## src/rtl/eprom_burner.sv

```systemverilog
module eprom_burner #(
  parameter int ADDR_W     = 14,
  parameter int DATA_W     = 8,
  parameter int PULSE_CYC  = 2500,
  parameter int SETUP_CYC  = 50,
  parameter int HOLD_CYC   = 50,
  parameter int READ_CYC   = 5,
  parameter int MAX_PULSES = 10
) (
  input  logic              clk,
  input  logic              rst_n,
  input  logic              start,
  input  logic [DATA_W-1:0] src_data,
  input  logic [DATA_W-1:0] rd_data,
  output logic [ADDR_W-1:0] mem_addr,
  output logic [DATA_W-1:0] mem_wdata,
  output logic              data_oe,
  output logic              ce_n,
  output logic              oe_n,
  output logic              pgm_n,
  output logic [1:0]        rail_mode,
  output logic              busy,
  output logic              done,
  output logic              fail,
  output logic [ADDR_W-1:0] fail_addr
);
  localparam int TW = $clog2(PULSE_CYC + SETUP_CYC + HOLD_CYC + READ_CYC + 1);
  localparam int PW = $clog2(MAX_PULSES + 1);
  localparam logic [ADDR_W-1:0] LAST = {ADDR_W{1'b1}};

  typedef enum logic [2:0] {
    IDLE, P_CHECK, P_SETUP, P_PULSE, P_HOLD, P_VERIFY, V_WAIT, V_READ
  } st_t;

  st_t st;
  logic [TW-1:0] tmr;
  logic [PW-1:0] npulse;
  logic          pass;
  logic          tdone;
  logic          last;

  assign tdone = (tmr == '0);
  assign last  = (mem_addr == LAST);

  assign busy    = (st != IDLE);
  assign ce_n    = (st == IDLE);
  assign oe_n    = !(st == P_VERIFY || st == V_READ);
  assign pgm_n   = (st != P_PULSE);
  assign data_oe = (st == P_SETUP || st == P_PULSE || st == P_HOLD);

  always_comb begin
    if (st == IDLE)            rail_mode = 2'b00;
    else if (st == V_WAIT || st == V_READ) rail_mode = pass ? 2'b11 : 2'b10;
    else                       rail_mode = 2'b01;
  end

  always_ff @(posedge clk or negedge rst_n) begin
    if (!rst_n) begin
      st        <= IDLE;
      tmr       <= '0;
      npulse    <= '0;
      pass      <= 1'b0;
      mem_addr  <= '0;
      mem_wdata <= '0;
      done      <= 1'b0;
      fail      <= 1'b0;
      fail_addr <= '0;
    end else begin
      if (!tdone) tmr <= tmr - 1'b1;
      case (st)
        IDLE: if (start) begin
          mem_addr <= '0;
          done     <= 1'b0;
          fail     <= 1'b0;
          pass     <= 1'b0;
          npulse   <= '0;
          st       <= P_CHECK;
        end
        P_CHECK: begin
          if (src_data == {DATA_W{1'b1}}) begin
            if (last) begin
              mem_addr <= '0;
              pass     <= 1'b0;
              tmr      <= TW'(SETUP_CYC - 1);
              st       <= V_WAIT;
            end else begin
              mem_addr <= mem_addr + 1'b1;
            end
          end else begin
            mem_wdata <= src_data;
            npulse    <= '0;
            tmr       <= TW'(SETUP_CYC - 1);
            st        <= P_SETUP;
          end
        end
        P_SETUP: if (tdone) begin
          tmr <= TW'(PULSE_CYC - 1);
          st  <= P_PULSE;
        end
        P_PULSE: if (tdone) begin
          npulse <= npulse + 1'b1;
          tmr    <= TW'(HOLD_CYC - 1);
          st     <= P_HOLD;
        end
        P_HOLD: if (tdone) begin
          tmr <= TW'(READ_CYC - 1);
          st  <= P_VERIFY;
        end
        P_VERIFY: if (tdone) begin
          if (rd_data == mem_wdata) begin
            if (last) begin
              mem_addr <= '0;
              pass     <= 1'b0;
              tmr      <= TW'(SETUP_CYC - 1);
              st       <= V_WAIT;
            end else begin
              mem_addr <= mem_addr + 1'b1;
              st       <= P_CHECK;
            end
          end else if (npulse == PW'(MAX_PULSES)) begin
            fail      <= 1'b1;
            fail_addr <= mem_addr;
            st        <= IDLE;
          end else begin
            tmr <= TW'(SETUP_CYC - 1);
            st  <= P_SETUP;
          end
        end
        V_WAIT: if (tdone) begin
          tmr <= TW'(READ_CYC - 1);
          st  <= V_READ;
        end
        V_READ: if (tdone) begin
          if (rd_data != src_data) begin
            fail      <= 1'b1;
            fail_addr <= mem_addr;
            st        <= IDLE;
          end else if (last) begin
            if (!pass) begin
              pass     <= 1'b1;
              mem_addr <= '0;
              tmr      <= TW'(SETUP_CYC - 1);
              st       <= V_WAIT;
            end else begin
              done <= 1'b1;
              st   <= IDLE;
            end
          end else begin
            mem_addr <= mem_addr + 1'b1;
            tmr      <= TW'(READ_CYC - 1);
          end
        end
        default: st <= IDLE;
      endcase
    end
  end

  logic [TW-1:0] low_cnt;
  always_ff @(posedge clk or negedge rst_n) begin
    if (!rst_n)      low_cnt <= '0;
    else if (!pgm_n) low_cnt <= low_cnt + 1'b1;
    else             low_cnt <= '0;
  end


  pgm_width_chk: assert property (@(posedge clk) disable iff (!rst_n)
    $rose(pgm_n) |-> $past(low_cnt) == TW'(PULSE_CYC - 1));


  pgm_bound_chk: assert property (@(posedge clk) disable iff (!rst_n)
    low_cnt <= TW'(PULSE_CYC));


  pgm_frame_chk: assert property (@(posedge clk) disable iff (!rst_n)
    $fell(pgm_n) |-> (!ce_n && oe_n && data_oe && $stable(mem_addr) && $stable(mem_wdata)));


  bus_release_chk: assert property (@(posedge clk) disable iff (!rst_n)
    !oe_n |-> (!data_oe && pgm_n));


  budget_chk: assert property (@(posedge clk) disable iff (!rst_n)
    npulse <= PW'(MAX_PULSES));


  pgm_rail_chk: assert property (@(posedge clk) disable iff (!rst_n)
    !pgm_n |-> rail_mode == 2'b01);


  done_after_low_chk: assert property (@(posedge clk) disable iff (!rst_n)
    $rose(done) |-> $past(rail_mode) == 2'b11);


  excl_chk: assert property (@(posedge clk) disable iff (!rst_n)
    !(done && fail));


  idle_quiet_chk: assert property (@(posedge clk) disable iff (!rst_n)
    !busy |-> (pgm_n && ce_n && oe_n && !data_oe));
endmodule

```

## config.mk

```make
export PLATFORM = sky130hd
export DESIGN_NAME = eprom_burner
export DESIGN_NICKNAME = d
export VERILOG_FILES = /design/src/rtl/eprom_burner.sv
export SDC_FILE = /design/constraint.sdc
export NUM_CORES = 1
export LEC_CHECK = 0
export ABC_AREA = 1
export BUFFER_PORTS_ARGS = -buffer_cell sky130_fd_sc_hd__buf_2
export CAP_MARGIN = 40
export CORE_ASPECT_RATIO = 0.7
export CORE_MARGIN = 2
export CORE_UTILIZATION = 57
export DETAILED_ROUTE_END_ITERATION = 12
export PLACE_DENSITY = 0.77
export SYNTH_ARGS = -nofsm -noshare
export SYNTH_HDL_FRONTEND = slang
export SYNTH_SLANG_ARGS = --single-unit
```

## constraint.sdc

```tcl
create_clock -name clk -period 2.5 [get_ports clk]
set_input_delay 0.375 -clock clk [delete_from_list [all_inputs] [get_ports clk]]
set_output_delay 0.375 -clock clk [all_outputs]
set_load 0.03 [all_outputs]
```

Yosys cells after proc, flatten, opt, wreduce, memory -nomap -nowiden
Index checks and enable logic that the tools add are counted.
- register bits after elaboration: 58
- input port bits: 19
- output and inout port bits: 45
- word-level logic and storage cells: 140
- $add $sub $neg: 3
- eq/ne operators: 32
- muxes and demuxes: 73
- bitwise logic cells: 1
- reductions and logical operators: 22
- operator list (kind ; count):
    $mux W14 ; 14
    $mux W12 ; 13
    $pmux W12 S6 ; 1
    $pmux W14 S4 ; 1
    $mux W3 ; 14
    $pmux W14 S2 ; 1
    $ne A2 B2 Y1 const B ; 13
    $pmux W3 S8 ; 1
    $mux W1 ; 18
    $reduce_and A8 Y1 ; 2
    $add A14 B1 Y14 const B ; 1
    $eq A14 B14 Y1 const B ; 1
    $eq A3 B3 Y1 const B ; 4
    $logic_not A12 Y1 ; 1
    $mux W4 ; 3
    $pmux W4 S3 ; 1
    $reduce_and A6 Y1 ; 2
    $sub A12 B1 Y12 const B ; 1
    $reduce_and A9 Y1 ; 1
    $reduce_bool A3 Y1 ; 3
    $eq A8 B8 Y1 ; 1
    $eq A8 B8 Y1 const B ; 1
    $ne A8 B8 Y1 ; 1
    $reduce_and A7 Y1 ; 1
    other kinds (20) ; 31

Longest topological paths before layout
- depth in word-level cells: 7
- depth in mapped cells: 14
- mapped depth without buffers: 14

Least setup slack after synthesis
No wires, ideal clock.
- path type: reg2reg
- from: reg mem_addr[0]
- to: reg mem_addr[9]
- library setup time: 65 ps
- arrival time: 1964 ps
- data required time: 2435 ps
- setup slack: 471 ps
- stages on the path, launching flop included: 11
- path buffers: 1
- period minus slack after synthesis: 2029 ps
- path through: dfrtp_1 > ha_1 > nand2_1 > nor2_2 > nand4_1 > nor3_2 > nor2_4 > nand2_4 > buf_6 > nand2_1 > nand2_1
- word-level cells in the longest chain between the ends: 5
- elaborated cells on any way between the ends: 12
- classes of those cells: add/sub (1); eq/ne (2); mux (8); reduce/logical (1)
- RTL lines (element ; line ; source):
    from (decl) ; 15 ; output logic [ADDR_W-1:0] mem_addr,
    from (signal assigned) ; 87 ; mem_addr <= mem_addr + 1'b1;
    from (signal assigned) ; 117 ; mem_addr <= mem_addr + 1'b1;
    from (signal assigned) ; 149 ; mem_addr <= mem_addr + 1'b1;
    $add A14 B1 Y14 or $eq A14 B14 Y1 (tied branches) ; n/a ;
    $mux W14, on equally long branches ; 138, 81, 111 ;
    $mux W14, on equally long branches ; 134, 110 ;
    $mux W14, on equally long branches ; 133, 109 ;
    $pmux W14 S4 ; 70 ; case (st)
Parallel ways exist; a longest one is shown, timed or not. The select of a mux whose other input is x is not followed.
A chain may end at the register's enable or synchronous reset.

Worst setup path in the final report
- from: reg tmr[0]
- to: reg st[2]
- word-level cells in the longest chain between the ends: 3
- elaborated cells on any way between the ends: 8
- classes of those cells: eq/ne (6); reduce/logical (2)
- RTL lines (element ; line ; source):
    from (decl) ; 36 ; logic [TW-1:0] tmr;
    from (signal assigned) ; 69 ; if (!tdone) tmr <= tmr - 1'b1;
    from (signal assigned) ; 84 ; tmr <= TW'(SETUP_CYC - 1);
    from (signal assigned) ; 92 ; tmr <= TW'(SETUP_CYC - 1);
    $logic_not A12 Y1 (*) ; 42 ; assign tdone = (tmr == '0);
    $ne A2 B2 Y1 (no source line) ; n/a ;
    $reduce_and A9 Y1 (no source line) (*) ; n/a ;
    to (signal assigned) ; 59 ; st <= IDLE;
    to (signal assigned) ; 77 ; st <= P_CHECK;
    to (signal assigned) ; 85 ; st <= V_WAIT;
    to (decl) ; 35 ; st_t st;
Every way passes the cells marked *; elsewhere a longest branch is shown, timed or not.

==> summary.txt <==
Logic synthesis
  • Mapped Area: 3792 um2
  • Synth area leader: dfrtp_1
  • Mapped Cells: 535
  • Ranking of synthesized cells by area: dfrtp_1 38%, nand2_1 16%, inv_1 6.9%
  • Sequential share of the synthesized area: 38.27%
  • Synth Net Count: 561
  • Yosys reg bits: 58
  • Post-synth top area share: 38.27%
  • Synth cell types: 39
  • Ys Warns: 0
  • Avg Inst Size Synth: 7.089 um2

GRT
  • Number of global-route vias before repair: 3339
  • Initial antenna violation count: 0
  • Overflow after GRT: 0
  • Largest net degree at the start of global routing: 57
  • Total Routing Usage GR: 28.86%
  • First-pass GRT wire length: 16390 um

Timing
  • RSZ-0062 raised after global routing: false
  • Final setup viols: 0
  • Period minus WS final: ~2.2 ns
  • Clk_skew: 0.008707 ns
  • Fmax achieved: 450.8 MHz
  • Fin. Hold Viols: 0
  • Slew headroom: about three fifths
  • Setup TNS: 0 ns
  • Period utilization: 88.74%
  • Max Transition Viols Final: 0
  • Slew of the pin with the lowest slew margin: 0.5704 ns

Setup path
  • Critical Path RT: 2.76 ns
  • Delay-heaviest family, CP: simple AND/OR/NAND/NOR gates
  • R2R Path End: st[2]
  • CP Launch Type: flop
  • R2R cell count: 14
  • CP Cell Sequence: inv_1, ha_1, nand2_1, nor2_2, nand2_2, nor2_8, nor2_1, nor2_1, nand2_1, inv_1, nand2_1, nor2_1, o21ai_0, o21ai_0
  • Crit path largest cell delay: 0.41 ns
  • Buffers & Inverters on Critical Path: 2
  • CP Launch Point: tmr[0]
  • CP endpoint: st[2]
  • CP max-delay cell: dfrtp_1
  • Reg2reg start: tmr[0]
  • R2R setup slack: 0.28 ns
  • Crit Path Max Fanout: 8
  • CP Capture Type: flop
  • Worst path depth: 14
  • Setup CP Type: flop to flop
  • CP arrival: between 2 and 2.5 ns

Pwr
  • P_leak: 0.002375 uW
  • Tot Pwr: between 1500 and 2000 uW
  • Cell area power density: 415.6 nW/um2
  • Worst VDD drop: 0.3569 mV

Cells and area
  • N_diodes: 0
  • Register area: around 1500 um2
  • Final net count: 637
  • Filler Cell Count: between 500 and 600
  • Area Growth Syn to Fin: 16.86%
  • Area of the multi-input gates: between 1500 and 2000 um2
  • Layout cell share with drive strength beyond 1: between 10% and 20%
  • Finished Cell Area: around 4400 um2

Drt
  • Final WL: 9686 um
  • DRC: 0
  • Routed Antenna Nets: 0
  • 1st-iter DRT viols: 317
  • DR WL/cell: 13.70 um
  • Vias: 3670
  • Vias per cell: 5.191
  • First-pass detailed-route iteration total: 5

Worst hold path
  • Hold/Removal Path Class: input port to flop
  • Hold path cells: 3

Clocking
  • CTS sink count: 58
  • Clock Root Buffer: clkbuf_8
  • Clock Pin Slew Worst Setup and Hold Paths: 0.07 ns
  • H-tree depth: 3
  • CTS tree: yes
  • Cts bufs inserted: 9
  • Clk_lat worst skew: ~0.35 ns
  • Clock buffer depth: 2

Floorplanning
  • Site Rows: 24
  • Core footprint: 6336 um2
  • # IOs: between 60 and 70
  • Die ar.: 7332 um2
  • Die Y: slightly above 70 um
  • Die X: 101.5 um
  • Starting Density: between 50 and 60%

Placement
  • DP Wirelength: 7259 um
  • GPL Wtd Cong: 0.9823
  • IO Port Bufs: 63
  • Dpl cell area: 4234 um2

Outcome
  • Outcome: finished, final reports clean

Run
  • Max-Cap Viols: 0
sequential cells by signal, indices dropped and copies added, names as in the netlist:
name / cells
fail_addr: 14
mem_addr: 14
tmr: 12
mem_wdata: 8
npulse: 4
st: 3
done: 1
fail: 1
pass: 1
tightest hold or removal path, delay by kind of cell:
kind                   cells  cell delay (ns)
buffers and inverters      1             0.11
and+or+nand+nor            2             0.10
worst min-delay path by stage:
stage                 from      endpoint  slack, ns
2_1_floorplan        rst_n          done       0.08
3_3_place_gp         rst_n  mem_wdata[5]       0.18
3_5_place_dp         rst_n  mem_wdata[7]       0.18
4_1_cts        src_data[7]  mem_wdata[7]       0.26
5_1_grt        src_data[1]  mem_wdata[1]       0.29
6_report       src_data[7]  mem_wdata[7]       0.27
placed cells by master, fill, tap and decap left out, types with 3 or more instances in the layout:
cell type    n
xor2_1      10
or2_2        4
nor4_1       4
nand2_1    161
nand4_1     11
inv_1       70
xnor2_1     13
nand3_1     47
ha_1         7
nor2_2       4
buf_2       63
nand3b_1     3
clkinv_2     3
nor2_1      37
a21oi_1     10
o21ai_0     39
buf_4       10
inv_2        8
clkbuf_8    10
dfrtp_1     58
nor2_4       5
nor3_1      12
power by group:
part	switching (uW)	leakage, uW	internal [uW]
sequential	6.93	0.000678	945
clock	398	0.0000851	381
combinational	69.9	0.00161	41.1
synthesized netlist by cell type (all sizes together):
cell type	count
clkbuf	2
a31oi	2
nand4	11
nor4	4
o2111ai	1
nand2	164
o21ai	39
o21bai	1
clkinv	1
dfrtp	58
xor2	10
nor3b	2
ha	7
inv	79
nand3b	3
nor3	14
and3	1
xnor2	13
o31ai	1
nand3	48
o311ai	1
or2	6
nor2	47
buf	8
a21oi	10
and2	2
cell type report:
cell class,instances,area share (%)
clock buffers,11,3.190
well taps,91,2.569
clock inverters,5,0.6776
flip-flops and latches,58,32.75
multi-input cells,387,44.49
repair buffers,75,9.486
inverters,80,6.832
metal layers:
layer	wire length (um)	GRT usage, %	vias to the layer above
met4	106	8.559	0
met1	4866	44.22	1634
met2	3906	40.25	165
met3	806	7.033	13
li1	-	-	1858
met5	0	0	-
kinds of logic (layout without fill, tap and decap cells):
group	Yosys count	after routing	share of synthesized area, %
DFF	58	58	38.27
buffers and inverters	90	171	9.766
adders and majority gates	7	7	2.309
and+or+nand+nor	302	302	36.49
AOI/OAI and AO/OA	55	55	7.853
xor gates and xnor gates	23	23	5.312
repair_timing:
| action | CTS | global route |
|---|---|---|
| hold endpoints to repair | 2 | 0 |
| setup buffers | 0 | 2 |
| hold buffers | 1 | 0 |
| gates resized for setup | 0 | 1 |
| endpoints found under the setup margin | 0 | 14 |
through the flow:
stage,util (%),hold slack (ns),setup WS [ns],instances
3_3_place_gp,66.82,0.1811,0.2799,688
6_report,69.94,0.2698,0.2816,707
4_1_cts,69.69,0.2592,0.09869,705
2_1_floorplan,-,0.07941,0.4709,535
5_1_grt,69.94,0.2855,0.03062,707
3_5_place_dp,66.82,0.1826,0.1275,688
(Power assumes the default switching activity.)
